[config.mk]
export PLATFORM = sky130hd
export DESIGN_NAME = sync_rx_ctrl
export DESIGN_NICKNAME = d
export VERILOG_FILES = /design/src/rtl/sync_rx_ctrl.sv
export SDC_FILE = /design/constraint.sdc
export NUM_CORES = 1
export LEC_CHECK = 0
export BUFFER_PORTS_ARGS = -buffer_cell sky130_fd_sc_hd__clkbuf_2
export CAP_MARGIN = 25
export CORE_ASPECT_RATIO = 0.6
export CORE_MARGIN = 2
export CORE_UTILIZATION = 42
export DETAILED_ROUTE_END_ITERATION = 10
export GPL_ROUTABILITY_DRIVEN = 0
export PLACE_DENSITY = 0.65
export REMOVE_ABC_BUFFERS = 1
export SLEW_MARGIN = 30
export SYNTH_ARGS = -nofsm -noshare
export SYNTH_HDL_FRONTEND = slang
export SYNTH_SLANG_ARGS = --single-unit
[constraint.sdc]
create_clock -name clk -period 1.85 [get_ports clk]
set_input_delay 0.185 -clock clk [delete_from_list [all_inputs] [get_ports clk]]
set_output_delay 0.185 -clock clk [all_outputs]
set_load 0.1 [all_outputs]
[src/rtl/sync_rx_ctrl.sv]
module sync_rx_ctrl #(
  parameter int DATA_W = 8,
  parameter int SEL_W  = 4
) (
  input  logic              clk,
  input  logic              rst_n,
  input  logic              run_set,
  input  logic              run_clr,
  input  logic              inhibit,
  input  logic              ext_sel,
  input  logic [SEL_W-1:0]  div_sel,
  input  logic              sck_in,
  output logic              sck_out,
  input  logic              sdi,
  input  logic              buf_rd,
  input  logic              stat_rd,
  output logic [DATA_W-1:0] rx_data,
  output logic              busy,
  output logic              shifting,
  output logic              buf_full,
  output logic              rx_err,
  output logic              irq
);
  localparam int CNT_W = $clog2(DATA_W);

  logic              run_q, err_armed;
  logic [SEL_W-1:0]  div_cnt;
  logic [2:0]        sck_sync;
  logic [CNT_W-1:0]  bit_cnt;
  logic [DATA_W-1:0] shift_q;

  wire tick       = (div_cnt == div_sel);
  wire ext_rise   = sck_sync[1] & ~sck_sync[2];
  wire int_start  = !ext_sel && !shifting && run_q && !buf_full && tick;
  wire int_sample = !ext_sel && shifting && tick && !sck_out;
  wire ext_start  = ext_sel && !shifting && run_q && ext_rise;
  wire ext_sample = ext_sel && shifting && ext_rise;
  wire take_bit   = int_sample | ext_start | ext_sample;
  wire byte_done  = take_bit && (bit_cnt == CNT_W'(DATA_W-1));
  wire overrun    = byte_done && buf_full && !buf_rd;
  wire [DATA_W-1:0] next_byte = {shift_q[DATA_W-2:0], sdi};

  assign busy = run_q | shifting;

  always_ff @(posedge clk or negedge rst_n)
    if (!rst_n)                          div_cnt <= '0;
    else if (inhibit || ext_sel || tick) div_cnt <= '0;
    else                                 div_cnt <= div_cnt + 1'b1;

  always_ff @(posedge clk or negedge rst_n)
    if (!rst_n) sck_sync <= 3'b111;
    else        sck_sync <= {sck_sync[1:0], sck_in};

  always_ff @(posedge clk or negedge rst_n)
    if (!rst_n)        run_q <= 1'b0;
    else if (inhibit)  run_q <= 1'b0;
    else if (run_clr)  run_q <= 1'b0;
    else if (run_set)  run_q <= 1'b1;

  always_ff @(posedge clk or negedge rst_n)
    if (!rst_n) begin
      shifting <= 1'b0;
      sck_out  <= 1'b1;
      bit_cnt  <= '0;
      shift_q  <= '0;
    end else if (inhibit) begin
      shifting <= 1'b0;
      sck_out  <= 1'b1;
      bit_cnt  <= '0;
      shift_q  <= '0;
    end else begin
      if (byte_done)                    shifting <= 1'b0;
      else if (int_start || ext_start)  shifting <= 1'b1;
      if (ext_sel)                      sck_out <= 1'b1;
      else if (int_start)               sck_out <= 1'b0;
      else if (shifting && tick)        sck_out <= ~sck_out;
      if (byte_done)                    bit_cnt <= '0;
      else if (take_bit)                bit_cnt <= bit_cnt + 1'b1;
      if (take_bit)                     shift_q <= next_byte;
    end

  always_ff @(posedge clk or negedge rst_n)
    if (!rst_n) begin
      buf_full  <= 1'b0;
      rx_data   <= '0;
      rx_err    <= 1'b0;
      err_armed <= 1'b0;
      irq       <= 1'b0;
    end else if (inhibit) begin
      buf_full  <= 1'b0;
      rx_data   <= '0;
      rx_err    <= 1'b0;
      err_armed <= 1'b0;
      irq       <= 1'b0;
    end else begin
      irq <= byte_done;
      if (byte_done)   buf_full <= 1'b1;
      else if (buf_rd) buf_full <= 1'b0;
      if (byte_done && !overrun) rx_data <= next_byte;
      if (overrun)                    rx_err <= 1'b1;
      else if (buf_rd && err_armed)   rx_err <= 1'b0;
      if (buf_rd || overrun)          err_armed <= 1'b0;
      else if (stat_rd && rx_err)     err_armed <= 1'b1;
    end

  p_sck_idle_r2: assert property (@(posedge clk) disable iff (!rst_n)
    !shifting |-> sck_out);

  p_auto_wait_r3: assert property (@(posedge clk) disable iff (!rst_n)
    (!ext_sel && buf_full && !shifting) |=> !shifting);

  p_full_irq_r4: assert property (@(posedge clk) disable iff (!rst_n)
    $rose(buf_full) |-> irq);

  p_irq_pulse_r6: assert property (@(posedge clk) disable iff (!rst_n)
    irq |=> !irq);

  p_irq_flag_r6: assert property (@(posedge clk) disable iff (!rst_n)
    irq |-> (buf_full || rx_err));

  p_err_sticky_r7: assert property (@(posedge clk) disable iff (!rst_n)
    (rx_err && !buf_rd && !inhibit) |=> rx_err);

  p_no_start_r8: assert property (@(posedge clk) disable iff (!rst_n)
    (!run_q && !shifting) |=> !shifting);

  p_inhibit_clear_r10: assert property (@(posedge clk) disable iff (!rst_n)
    inhibit |=> (!busy && !buf_full && !rx_err && rx_data == '0));
endmodule

==> impl_metrics.toml, run 1 <==
[worst_setup_path]
regToRegSetupSlack_ns = 0.21
required_ns = 2.04
crit_family = "adder cells"
max_stage_delay_ns = 0.36
regToRegEndpoint = "rx_data[2]"
start_kind = "register"
path_common_cell = "ha_1"
critPathKind = "register to register"
rr_startpoint = "bit_cnt[0]"
cpMaxStageDelayCell = "dfrtp_1"
crit_chain = "ha_1 -> ha_1 -> nor4b_1 -> a21o_2 -> mux2i_1"
crit_fanout = 6
arrival_ns = 1.83
end_kind = "register"
worst-path-buf-inv = 0
reg2reg_depth = 5

[grt]
track_usage_pct = 15.97
global_route.overflow_total = 0
grt_pass1_vias = 979
grt_max_degree = 33
antenna_found_initial = 0
grt_pass1_wl_um = 4871

[logic_synthesis]
post_synth.cell_area_avg_sq_um = 11.98
yosys_most_used_dff = "dfrtp_1"
ys_types = 33
synth-seq-cells = 32
synthArstFlopShare_pct = 100.0
synth_cells = 128
ys_warn_count = 0
ys_seq_area_share_pct = 52.53
syn_area_sq_um = 1534
synth_enable_flop_cells = 0

[pwr]
switching_share_pct = 22.11
p_comb_share_pct = 7.1
power_mw = 1.349
pwr-share-clk_pct = 39.7
p_sw_mw = 0.2982
p_per_area_nw_per_um2 = 739.2
p_leak_nw = 0.8895
pwr-share-seq_pct = 53.2
ir_worst_vdd_v = 0.0003011
p_int_mw = 1.050

[detailed_routing]
wl_met2_um = 1150
wirelength_um = 2856
initialDrtViolationCount = 51
wl_met1_um = 1508
met3_length_um = 168
avgRoutedWirePerCell_um = 13.73
top_layer = "met4"
viasPerCell = 5.072
drtPass1Iterations = 4
vias = 1055
antenna_left = 0
drc_errors = 0

[status]
status = "finished clean"

[sta]
max_slew_margin_pct = 49.20
setup_viol = 0
hold_violations = 0
fin_crit_sh_pct = 88.47
rsz0062_at_grt = "false"
slew_viol_final = 0
max_slew.worst_pin.slew_ns = 0.7621
setup_ws_ns = 0.2133
fin_hold_ws_ns = 0.06347
fmax_ghz = 0.6110
skew_ns = 0.004707
tns_ns = 0
min_period_ns = 1.637

[min_path]
min_delay_path_depth = 2
min-delay-start = "run_clr"
min_path_type = "input pin to register"
holdPathEnd = "run_q"

[clock_tree]
clock_sinks = 32
cts.clk_slew.worst_paths_ns = 0.06
cts_buffer_depth = 2
cts_buffers = 5
h-tree-depth = 2
postCtsSetupBuffers = 0
insertion_delay_ns = 0.27
cts-root-buf = "clkbuf_8"
cts_tree = "built"

[floorplan]
fp.dieH_um = 50.81
pin_count = 28
initial_utilization_pct = 45.61
chipWidth_um = 82.02
rows = 16
dieArea_sq_um = 4167
core_sq_um = 3363

[finish]
mostFrequentLayoutCells = "dfrtp_1, clkbuf_2, nand2b_1, mux2i_1, nor2_1"
fin_nets = 179
antenna_cells = 0
layout_commonest_cell = "dfrtp_1"
stdcell_area_sq_um = 1824
syn2layout_area_growth_pct = 18.92
drive_above_1_share_pct = 31.29

[placement]
dp_slack_ns = 0.1946
portBuffers = 27
placed_cell_area_sq_um = 1714
dp_hpwl_um = 2109

[job]
cap_viol_max_count = 0
-- worst register-to-register path: cells and delay by family (launching register included) --
family	cells	cell delay [ns]
DFF	1	0.36
AOI/OAI and AO/OA	1	0.24
and+or+nand+nor	1	0.35
adders and majority gates	2	0.39
muxes	1	0.22
-- state kept, by name, summed over array words and instances (netlist names) --
name       count
div_cnt        4
shifting       1
rx_err         1
bit_cnt        3
buf_full       1
rx_data        8
sck_out        1
run_q          1
err_armed      1
irq            1
sck_sync       3
shift_q        7
-- cell families after synthesis --
logic type | count (synthesis) | synth area share (%)
flip-flops | 32 | 52.53
XOR/XNOR | 6 | 3.426
adder cells (fa/ha/maj) | 3 | 2.447
multiplexers | 18 | 12.07
buffers and inverters | 7 | 3.181
AND/OR/NAND/NOR | 48 | 19.17
AO/OA/AOI/OAI | 14 | 7.178
-- power groups by stage --
stage	Combinational [mW]	Clock (mW)	Sequential, mW
final	0.0957	0.535	0.718
after global placement	0.0916	0	0.729
after global routing	0.106	0.593	0.718
after CTS	0.0978	0.556	0.717
after floorplan	0.0436	0	0.732
after detailed placement	0.0939	0	0.730
-- worst max-delay path by stage --
| stage | startpoint | end | slack (ns) | depth (start not counted) |
|---|---|---|---|---|
| final | bit_cnt[0] | rx_data[2] | 0.21 | 5 |
| after global routing | bit_cnt[1] | rx_data[2] | 0.04 | 5 |
| after CTS | bit_cnt[0] | rx_data[2] | 0.19 | 5 |
| after detailed placement | bit_cnt[0] | rx_data[2] | 0.19 | 5 |
| after global placement | bit_cnt[0] | rx_data[2] | 0.30 | 5 |
| after floorplan | shifting | bit_cnt[0] | -0.20 | 4 |
-- per-layer routing --
| layer | vias up | global-route usage (%) |
|---|---|---|
| met5 | - | 0 |
| met4 | 0 | 5.833 |
| met3 | 4 | 5.300 |
| met2 | 28 | 20.87 |
| met1 | 506 | 24.31 |
| li1 | 517 | - |
-- timing repair --
item                                   4_1_cts  5_1_grt
hold buffers                                 2        0
gates resized for setup                      0        0
endpoints found under the hold margin       10        0
-- synth_stat cells, types with 2 or more instances --
| cell type | count | area share [%] |
|---|---|---|
| nand4_1 | 2 | 0.82 |
| nand2_1 | 3 | 0.73 |
| buf_6 | 3 | 2.2 |
| mux2i_1 | 17 | 11 |
| clkbuf_1 | 4 | 0.98 |
| nor3_1 | 2 | 0.65 |
| nand2b_1 | 21 | 8.6 |
| and3_1 | 2 | 0.82 |
| nor4b_1 | 2 | 1.1 |
| o211ai_1 | 2 | 0.98 |
| a21o_2 | 2 | 1.1 |
| a21oi_1 | 3 | 0.98 |
| dfstp_2 | 4 | 6.9 |
| ha_1 | 3 | 2.4 |
| xnor2_1 | 5 | 2.9 |
| nor2b_1 | 2 | 0.82 |
| dfrtp_1 | 28 | 46 |
| nor2_1 | 8 | 2.0 |
-- stage by stage --
stage / utilization [%] / cells
6_report: 54.24 / 208
5_1_grt: 54.24 / 208
4_1_cts: 54.24 / 208
3_5_place_dp: 50.97 / 198
3_3_place_gp: 50.97 / 198
2_1_floorplan: - / 121
-- area by class of cell --
type,instances,area [sq um]
timing repair buffer,34,192.7
fill,308,1539
tap,45,56.30
multi-input combinational,89,679.4
sequential,32,805.8
clock buffer,8,90.09
Power figures use the tool's default switching activity.
==> run 2: changes to the inputs <==
- CELL_PAD_IN_SITES_DETAIL_PLACEMENT: not set -> 0
- CELL_PAD_IN_SITES_GLOBAL_PLACEMENT: not set -> 2
- CORE_UTILIZATION: 42 -> 36
- PLACE_DENSITY: 0.65 -> 0.8
==> run 2 against run 1 <==
The flow now finishes with violations (hold timing); final area rose by 1.6%; count of clock-buffer cells in the layout fell by 1; flip-flop and latch count did not move; worst setup slack got worse by 0.099 ns; combinational power fell by 3.1%; via count fell by 3.4%; critical endpoint is now rx_data[1]; highest routed layer unchanged.
==> impl_metrics.toml, run 2 (synthesized netlist as in run 1, its figures left out) <==
[placement]
portBuffers = 27
dp_hpwl_um = 2187
dp_slack_ns = 0.1290

[clock_tree]
clock_sinks = 32
cts_buffer_depth = 2
cts_tree = "built"
cts-root-buf = "clkbuf_8"
postCtsSetupBuffers = 0
cts.clk_slew.worst_paths_ns = 0.06
cts_buffers = 5
h-tree-depth = 2
insertion_delay_ns = 0.28

[detailed_routing]
viasPerCell = 4.653
drtPass1Iterations = 4
wirelength_um = 3020
drc_errors = 0
antenna_left = 0
initialDrtViolationCount = 38
vias = 1019
avgRoutedWirePerCell_um = 13.79

[worst_setup_path]
arrival_ns = 1.94
start_kind = "register"
critPathKind = "register to register"
end_kind = "register"
required_ns = 2.06
reg2reg_depth = 5
rr_startpoint = "bit_cnt[0]"
regToRegEndpoint = "rx_data[1]"
crit_fanout = 6
regToRegSetupSlack_ns = 0.11

[sta]
fin_hold_ws_ns = -0.01791
fmax_ghz = 0.5761
max_slew.worst_pin.slew_ns = 0.8025
slew_viol_final = 0
setup_ws_ns = 0.1143
min_period_ns = 1.736
max_slew_margin_pct = 46.50
hold_violations = 27
skew_ns = 0.007913
tns_ns = 0
setup_viol = 0
fin_crit_sh_pct = 93.82
rsz0062_at_grt = "false"

[finish]
regArea_sq_um = 805.8
antenna_cells = 0
layout_commonest_cell = "dfrtp_1"
multi_input_area_sq_um = 685.7
syn2layout_area_growth_pct = 20.80
largest_reg_flops = 8
fin_util_pct = 45.21
drive_above_1_share_pct = 32.08
mostFrequentLayoutCells = "dfrtp_1, clkbuf_2, nand2b_1, mux2i_1, nor2_1"
top_register = "rx_data"
largest_registers = "rx_data: 8 flops, shift_q: 7 flops, div_cnt: 4 flops"
fin_nets = 175
fill_cells = 397

[floorplan]
pin_count = 28
rows = 18
fp.dieH_um = 54.57
core_sq_um = 4099
dieArea_sq_um = 4816
chipWidth_um = 88.27
initial_utilization_pct = 37.42

[status]
status = "finished, violations left"
violations = "hold timing"

[pwr]
p_per_area_nw_per_um2 = 828.8
ir_worst_vdd_v = 0.0003122
p_leak_nw = 0.8899

[grt]
grt_pass1_wl_um = 4968
track_usage_pct = 14.62
grt_max_degree = 33
global_route.overflow_total = 0
antenna_found_initial = 0
grt_pass1_vias = 991

[job]
cap_viol_max_count = 0

[min_path]
min_path_type = "input pin to asynchronous set/reset pin"
run 2: cell count changes in the layout (fill, tap and decap cells not counted), sizes merged:
| cell | before | now |
|---|---|---|
| clkbuf | 35 | 34 |
| dlygate4sd3 | 2 | 1 |
| bufinv | 0 | 1 |
| buf | 5 | 2 |
run 2: worst max-delay path by stage:
stage	startpoint	end	slack, ns	cells after the start
after global routing	bit_cnt[0]	rx_data[1]	0.01	5
final	bit_cnt[0]	rx_data[1]	0.11	5
after detailed placement	bit_cnt[0]	rx_data[3]	0.13	5
after floorplan	shifting	bit_cnt[0]	-0.20	4
after global placement	bit_cnt[0]	rx_data[7]	0.22	5
after CTS	bit_cnt[0]	rx_data[3]	0.12	5
run 2: layout make-up:
cell class / count / area share (%)
flip-flops and latches: 32 / 43.48
clock buffers: 7 / 5.199
clock inverters: 1 / 1.621
repair buffers: 30 / 8.643
multi-input cells: 89 / 37.00
well taps: 60 / 4.051
run 2: repair_timing:
item | CTS | global route
endpoints found under the hold margin | 1 | 0
gates resized for setup | 0 | 1
setup endpoints to repair | 0 | 4
hold buffers | 1 | 0
run 2: where the power goes:
part           internal, mW  switching [mW]
registers             0.710         0.00707
logic                0.0339          0.0588
clock network         0.475           0.251
run 2: metrics by stage:
step / cell area, sq um / total power, mW / cells
2_1_floorplan: 1485 / 0.7755 / 121
3_3_place_gp: 1710 / 0.8206 / 210
3_5_place_dp: 1710 / 0.8222 / 210
4_1_cts: 1847 / 1.552 / 219
5_1_grt: 1853 / 1.599 / 219
6_report: 1853 / 1.536 / 219
run 2: critical path, stage by stage (launching register included):
cell and delay (ns):
dfrtp_1 0.40, ha_1 0.20, ha_1 0.25, and3_1 0.19
a21oi_1 0.38, mux2i_1 0.24
run 2: routing by layer:
layer / vias to the layer above / wire [um] / GRT usage (%)
li1: 503 / - / -
met1: 483 / 1550 / 20.60
met5: - / 0 / 0
met4: 0 / 55 / 7.828
met2: 26 / 1227 / 19.55
met3: 7 / 187 / 5.128
